===== config.mk =====
export PLATFORM = sky130hd
export DESIGN_NAME = sq_poly_eval
export DESIGN_NICKNAME = d
export VERILOG_FILES = /design/src/rtl/sq_poly_pkg.sv /design/src/rtl/sq_coef_bank.sv /design/src/rtl/sq_fx_square.sv /design/src/rtl/sq_fx_mul.sv /design/src/rtl/sq_poly_eval.sv
export SDC_FILE = /design/constraint.sdc
export NUM_CORES = 2
export LEC_CHECK = 0
export CAP_MARGIN = 25
export CELL_PAD_IN_SITES_DETAIL_PLACEMENT = 1
export CELL_PAD_IN_SITES_GLOBAL_PLACEMENT = 1
export CORE_MARGIN = 4
export CORE_UTILIZATION = 40
export DETAILED_ROUTE_END_ITERATION = 8
export DONT_BUFFER_PORTS = 1
export HOLD_SLACK_MARGIN = 0.02
export MAX_ROUTING_LAYER = met4
export PLACE_DENSITY_LB_ADDON = 0.25
export SLEW_MARGIN = 20
export SYNTH_ARGS = -nofsm -noshare
export SYNTH_HDL_FRONTEND = slang
export SYNTH_SLANG_ARGS = --single-unit

===== constraint.sdc =====
create_clock -name clk -period 8.9 [get_ports clk]
set_clock_uncertainty 0.1 [all_clocks]
set_input_delay 1.78 -clock clk [delete_from_list [all_inputs] [get_ports clk]]
set_output_delay 1.78 -clock clk [all_outputs]
set_load 0.005 [all_outputs]

===== src/rtl/sq_poly_pkg.sv =====
package sq_poly_pkg;
    typedef enum logic [1:0] {
        SEL_SHIFT  = 2'd0,
        SEL_OFFSET = 2'd1,
        SEL_SCALE  = 2'd2,
        SEL_CONST  = 2'd3
    } coef_sel_e;
endpackage


===== src/rtl/sq_coef_bank.sv =====
module sq_coef_bank #(
    parameter int W = 16
) (
    input  logic         clk,
    input  logic         rst,
    input  logic         we,
    input  logic [1:0]   sel,
    input  logic [W-1:0] wdata,
    output logic [W-1:0] shift_o,
    output logic [W-1:0] offset_o,
    output logic [W-1:0] scale_o,
    output logic [W-1:0] const_o
);
    import sq_poly_pkg::*;

    typedef struct packed {
        logic [W-1:0] shift;
        logic [W-1:0] offset;
        logic [W-1:0] scale;
        logic [W-1:0] konst;
    } bank_t;

    bank_t bank_d, bank_q;

    always_comb begin
        bank_d = bank_q;
        if (we) begin
            case (coef_sel_e'(sel))
                SEL_SHIFT:  bank_d.shift  = wdata;
                SEL_OFFSET: bank_d.offset = wdata;
                SEL_SCALE:  bank_d.scale  = wdata;
                default:    bank_d.konst  = wdata;
            endcase
        end
    end

    always_ff @(posedge clk) begin
        if (rst) bank_q <= '0;
        else     bank_q <= bank_d;
    end

    assign shift_o  = bank_q.shift;
    assign offset_o = bank_q.offset;
    assign scale_o  = bank_q.scale;
    assign const_o  = bank_q.konst;
endmodule


===== src/rtl/sq_fx_square.sv =====
module sq_fx_square #(
    parameter int W = 16,
    parameter int F = 8
) (
    input  logic signed [W-1:0] a,
    output logic signed [W-1:0] p
);
    localparam int PW = 2 * W;

    logic [W-1:0]  mag;
    logic [PW-1:0] full;

    always_comb begin
        mag  = a[W-1] ? (~a + 1'b1) : a;
        full = {{W{1'b0}}, mag} * {{W{1'b0}}, mag};
        p    = W'(full >> F);
    end
endmodule


===== src/rtl/sq_fx_mul.sv =====
module sq_fx_mul #(
    parameter int W = 16,
    parameter int F = 8
) (
    input  logic signed [W-1:0] a,
    input  logic signed [W-1:0] b,
    output logic signed [W-1:0] p
);
    localparam int PW = 2 * W;

    logic signed [PW-1:0] ax, bx, full;

    always_comb begin
        ax   = {{W{a[W-1]}}, a};
        bx   = {{W{b[W-1]}}, b};
        full = ax * bx;
        p    = W'(full >>> F);
    end
endmodule


===== src/rtl/sq_poly_eval.sv =====
module sq_poly_eval #(
    parameter int W = 16,
    parameter int F = 8
) (
    input  logic         clk,
    input  logic         rst,
    input  logic         cfg_we,
    input  logic [1:0]   cfg_sel,
    input  logic [W-1:0] cfg_data,
    input  logic         in_valid,
    input  logic [W-1:0] in_x,
    output logic         out_valid,
    output logic [W-1:0] out_y
);
    logic [W-1:0] shift_q, offset_q, scale_q, const_q;

    typedef struct packed {
        logic              v1;
        logic signed [W-1:0] t1, x1, g1, s1, c1;
        logic              v2;
        logic signed [W-1:0] sq2, sx2, g2, c2;
        logic              v3;
        logic signed [W-1:0] u3, sx3, c3;
        logic              v4;
        logic signed [W-1:0] pr4, c4;
        logic              v5;
        logic signed [W-1:0] y5;
    } pipe_t;

    pipe_t pipe_d, pipe_q;
    logic signed [W-1:0] sq_res, sx_res, pr_res;

    sq_coef_bank #(.W(W)) u_bank (
        .clk(clk), .rst(rst), .we(cfg_we), .sel(cfg_sel), .wdata(cfg_data),
        .shift_o(shift_q), .offset_o(offset_q), .scale_o(scale_q), .const_o(const_q)
    );

    sq_fx_square #(.W(W), .F(F)) u_sq (.a(pipe_q.t1), .p(sq_res));
    sq_fx_mul #(.W(W), .F(F)) u_sx (.a(pipe_q.s1), .b(pipe_q.x1), .p(sx_res));
    sq_fx_mul #(.W(W), .F(F)) u_pr (.a(pipe_q.sx3), .b(pipe_q.u3), .p(pr_res));

    always_comb begin
        pipe_d = pipe_q;
        // stage 1: shift the input, capture coefficients with the sample
        pipe_d.v1  = in_valid;
        pipe_d.t1  = $signed(in_x) + $signed(shift_q);
        pipe_d.x1  = $signed(in_x);
        pipe_d.g1  = $signed(offset_q);
        pipe_d.s1  = $signed(scale_q);
        pipe_d.c1  = $signed(const_q);
        // stage 2: square and scale product side by side
        pipe_d.v2  = pipe_q.v1;
        pipe_d.sq2 = sq_res;
        pipe_d.sx2 = sx_res;
        pipe_d.g2  = pipe_q.g1;
        pipe_d.c2  = pipe_q.c1;
        // stage 3: add the offset
        pipe_d.v3  = pipe_q.v2;
        pipe_d.u3  = pipe_q.sq2 + pipe_q.g2;
        pipe_d.sx3 = pipe_q.sx2;
        pipe_d.c3  = pipe_q.c2;
        // stage 4: multiply by the scale product
        pipe_d.v4  = pipe_q.v3;
        pipe_d.pr4 = pr_res;
        pipe_d.c4  = pipe_q.c3;
        // stage 5: add the constant, hold the result between samples
        pipe_d.v5  = pipe_q.v4;
        if (pipe_q.v4) pipe_d.y5 = pipe_q.pr4 + pipe_q.c4;
    end

    always_ff @(posedge clk) begin
        if (rst) pipe_q <= '0;
        else     pipe_q <= pipe_d;
    end

    assign out_valid = pipe_q.v5;
    assign out_y     = pipe_q.y5;
endmodule


Word-level counts from Yosys, hierarchy flattened

Index checks and enable logic that the tools add are counted.

Equality and inequality tests: 2
Multipliers: 3
Shift operators: 0
Div/mod/pow operators: 0
Bitwise gates (word level): 2
Order comparisons: 0
Muxes and demuxes: 1
Reductions and logical operators: 6
Add/sub/neg operators: 4

Operator list:

| kind                                                            | number |
|---|---|
| 16-bit by 16-bit multiplier with 24-bit output                  | 3 |
| 16-bit adder                                                    | 3 |
| 16-bit by 1-bit adder with 16-bit output, second input constant | 1 |
| 16-bit 2-to-1 mux                                               | 1 |
| 16-bit NOT                                                      | 1 |
| 2-bit AND reduction                                             | 4 |
| 3-bit OR reduction                                              | 1 |
| 2-bit by 1-bit == test with 1-bit output, second input constant | 1 |
| 2-bit == test, second input constant                            | 1 |
| 2-bit logical NOT                                               | 1 |
| 1-bit NOT                                                       | 1 |

Bits in latches: 0
Logic and storage cells: 42
Bits in read-only memories: 0
Register bits: 309
Input port bits: 38
RAM bits: 0
Memories: 0
Output and inout port bits: 17

Longest topological paths before layout

Depth after elaboration: 4
Gate-level depth with buffers: 31
Gate-level depth less buffers: 30

Modules after synthesis

A second synthesis with hierarchy kept.

Cell total of the unflattened synthesis: 3441
Area, all modules: 32059.5 µm²

By module, submodules not included:

| module           | sequential area each (µm²) | cells each | times used | area each (µm²) |
|---|---|---|---|---|
| sq_poly_eval     | 4904.7                     | 848        | 1          | 8822.2 |
| sq_fx_mul (u_pr) | 0.0                        | 844        | 1          | 7398.3 |
| sq_fx_mul (u_sx) | 0.0                        | 844        | 1          | 7387.1 |
| sq_fx_square     | 0.0                        | 676        | 1          | 5901.9 |
| sq_coef_bank     | 1281.2                     | 229        | 1          | 2549.9 |

Worst setup path after synthesis

OpenSTA, ideal clock, no wires.

Path kind: reg2reg
From: reg pipe_q[228] in the netlist's numbering
To: reg pipe_q[161] in the netlist's numbering
Data arrival time: 6978 ps
Data required time: 8672 ps
Library setup time: 128 ps
Stages on the path, launching flop included: 30
Clock period less this slack: 7206 ps
Setup slack: 1694 ps
Buffers on the path: 1
Cells stage by stage: dfxtp_1 -> inv_1 -> clkbuf_1 -> ha_1 -> nand4b_1 -> o41ai_1 -> xor2_1 -> clkinv_1 -> nand2_1 -> inv_1 -> fa_1 -> inv_1 -> fa_1 -> inv_1 -> fa_1 -> fa_1 -> fa_1 -> inv_1 -> fa_1 -> inv_1 -> ha_1 -> a21o_1 -> a21o_1 -> a21o_1 -> a22oi_1 -> inv_1 -> a311o_1 -> a31oi_2 -> xor2_1 -> nor2_1

Cells in the longest elaborated chain, start to end: 4

RTL lines:

| element                                            | RTL line           | RTL |
|---|---|---|
| start, declared                                    | sq_poly_eval.sv:30 | `pipe_t pipe_d, pipe_q;` |
| start signal, assigned                             | sq_poly_eval.sv:73 | `else pipe_q <= pipe_d;` |
| 16-bit NOT                                         | sq_fx_square.sv:14 | `mag = a[W-1] ? (~a + 1'b1) : a;` |
| 16-bit by 1-bit adder with 16-bit output           | sq_fx_square.sv:14 |  |
| 16-bit 2-to-1 mux (*)                              | sq_fx_square.sv:14 |  |
| 16-bit by 16-bit multiplier with 24-bit output (*) | sq_fx_square.sv:15 | `full = {{W{1'b0}}, mag} * {{W{1'b0}}, mag};` |

Mark *: on every way between the ends. The rest lies on a longest branch, timed or not.
A chain may end at the register's enable or synchronous reset.

Final worst setup path

Same ends and word-level chain as after synthesis.

==> results_dict.tcl <==
set metrics [dict create \
    status "completed" \
    cap_violations 0 \
    slew_headroom_pct 34.19 \
    ys_warn_count 0 \
    final-setup-viol-count 0 \
    dieWidth_um 285.7 \
    track_usage_pct 20.73 \
    grt_setup_unrepaired "false" \
    tritoncts "yes" \
    synth_area_leaders "fa_1 34%, dfxtp_1 20%, ha_1 10%" \
    async_reset_ff_share_pct 0 \
    finalCriticalPeriod_ps 8076 \
    cts_resized 0 \
    ys_types 72 \
    critPathMaxStageDelay_ps 550 \
    cts_buffers 37 \
    route.detailed.drc 0 \
    ys.flop_type "dfxtp_1" \
    htree_levels 2 \
    holdWs_ps 320.2 \
    hold_path_class "reg -> reg" \
    post_drt_wl_per_cell_um 18.49 \
    ys_seq_area_share_pct 20.05 \
    grt_max_degree 312 \
    endpoint_kind "flop" \
    layout.nets 4090 \
    drtIter0Drc 931 \
    clock_latency_ps 550 \
    path_max_fanout 14 \
    synthDominantCellAreaShare_pct 33.67 \
    holdPathEnd "pipe_d[20]" \
    io_buffers 0 \
    gp_congestion 0.8836 \
    critPathArrivalTime_ps 8380 \
    synth_seq_cells 309 \
    rows 101 \
    vdd_drop_max_mv 0.3478 \
    cts_hold_buffers 0 \
    cts_setup_buffers 0 \
    r2r-end "pipe_q[161]" \
    die-area_sq_mm 0.08164 \
    leakagePower_nw 15.05 \
    critPathKind "reg -> reg" \
    cpMaxStageDelayCell "fa_1" \
    tns_ps 0 \
    fin_crit_sh_pct 90.74 \
    start_util_pct 40.49 \
    viasPerCell 4.908 \
    clkSlewWorstSetupHoldPaths_ps 60 \
    synth.cell_area_sq_mm 0.03085 \
    area_growth_pct 6.671 \
    routed_wl_um 80220 \
    multi_input_area_sq_mm 0.02162 \
    timing_hold_violations_final 0 \
    synthCells 3366 \
    die_h_um 285.7 \
    io_pins 55 \
    antenna_found_initial 0 \
    drive_gt1_share_pct 2.842 \
    yosysMostFrequentCell "inv_1" \
    final_util_pct 43.19 \
    antenna_cells 0 \
    ant_nets 0 \
    cts_root_buf "clkbuf_16" \
    netlist_top_cells_count "659 x inv_1, 519 x fa_1, 483 x nand2_1" \
    fmax_mhz 123.8 \
    yosysTopAreaCell "fa_1" \
    min_from "pipe_d[53]" \
    max-clock-path-buffers 3 \
    p_per_area_mw_per_mm2 222.1 \
    dp_hpwl_um 64450 \
    cp_common_cell "inv_1" \
    vias 21291 \
    tightest_slew_ps 985.8 \
    ff_latch_area_sq_mm 0.006186 \
    reg2reg_setup_slack_ps 820 \
    whs_path_depth 1 \
    crit_path_start_kind "flop" \
    first_global_vias 24682 \
    grt_overflow 0 \
    synth_edf_count 0 \
    power_mw 7.309 \
    fill_cells 8833 \
    crit_required_ps 9200 \
    drv_slew 0 \
    drtPass1Iterations 5 \
    core_sq_mm 0.07620 \
    cts_sinks 309 \
    r2r-start "pipe_q[228]" \
    avgSynthCellArea_sq_um 9.167 \
    grt_pass1_wl_um 131200 \
    r2r_cells 28 \
]
-- state kept, by name, summed over array words and instances (netlist names) --
register,flops
u_bank.shift_o,16
pipe_q,144
u_bank.const_o,16
pipe_d,84
u_bank.offset_o,16
u_bank.scale_o,16
out_valid,1
out_y,16
-- where the power goes --
group	internal (mW)	switching, mW	leakage, nW
registers	1.51	0.150	2.52
logic	1.76	2.37	11.9
clock network	0.881	0.634	0.611
-- critical path: cells and delay by family (launching register included) --
family                   cells  cell delay [ps]
AO/OA/AOI/OAI                7             1710
AND/OR/NAND/NOR              3              470
adder cells (fa/ha/maj)      8             3530
XOR/XNOR                     2              610
flip-flops                   1              380
buffers and inverters        8             1130
-- final cells by class --
type	instances	area share, %
multi-input combinational	2260	65.69
sequential	309	18.79
inverter	663	7.561
tap	1030	3.916
clock buffer	45	3.056
clock inverter	19	0.7033
timing repair buffer	12	0.2737
-- layer usage --
layer  vias to the layer above  track usage [%]  routed length (um)
li1                       9887                -                   -
met1                     10933            24.36               33180
met2                       335            36.55               41100
met3                       136            3.482                3310
met4                         0            6.077                2631
met5                         -                -                   0
-- kinds of logic after synthesis --
| logic type | Yosys count | synth area share [%] |
|---|---|---|
| adder cells (fa/ha/maj) | 769 | 43.81 |
| XOR/XNOR | 136 | 3.946 |
| AO/OA/AOI/OAI | 246 | 4.960 |
| buffers and inverters | 802 | 9.959 |
| flip-flops | 309 | 20.05 |
| multiplexers | 9 | 0.2920 |
| AND/OR/NAND/NOR | 1094 | 16.97 |
| other | 1 | 0.01215 |
-- layout by cell type, fill, tap and decap left out, types with 6 or more instances in the layout --
master     count
conb_1         6
inv_1        659
nand4_1        7
fa_1         519
xnor2_1       88
or3_1         12
nand3_1       13
clkinv_2       6
a21o_1        26
clkbuf_16     37
nor2_1       154
mux2i_1        9
nand2_1      483
and2_1       175
xor2_1        46
a21oi_1      119
dfxtp_1      309
a211oi_1       6
nor2b_1      163
nor3_1        30
o21ai_0       30
nand2b_1      21
and3_1         7
buf_4         12
ha_1         250
-- per-stage QoR --
stage / instances / worst slack (ps) / cell area (sq um)
6_report: 4338 / 824.1 / 32910
5_1_grt: 4338 / 337.9 / 32910
4_1_cts: 4338 / 811.8 / 32910
3_5_place_dp: 4274 / 865.6 / 31680
3_3_place_gp: 4273 / 1194 / 31670
2_1_floorplan: 3371 / 1694 / 30870
-- how the worst max path moves through the flow --
| stage | startpoint | endpoint | slack, ps | cells past startpoint |
|---|---|---|---|---|
| after floorplan | pipe_q[228] | pipe_q[161] | 1690 | 29 |
| after global placement | pipe_q[228] | pipe_q[161] | 1190 | 28 |
| after detailed placement | pipe_q[228] | pipe_q[161] | 870 | 28 |
| after CTS | pipe_q[228] | pipe_q[161] | 810 | 28 |
| after global routing | pipe_q[228] | pipe_q[161] | 340 | 28 |
| final | pipe_q[228] | pipe_q[161] | 820 | 28 |
Note: power is estimated with default switching activity, not from simulation.
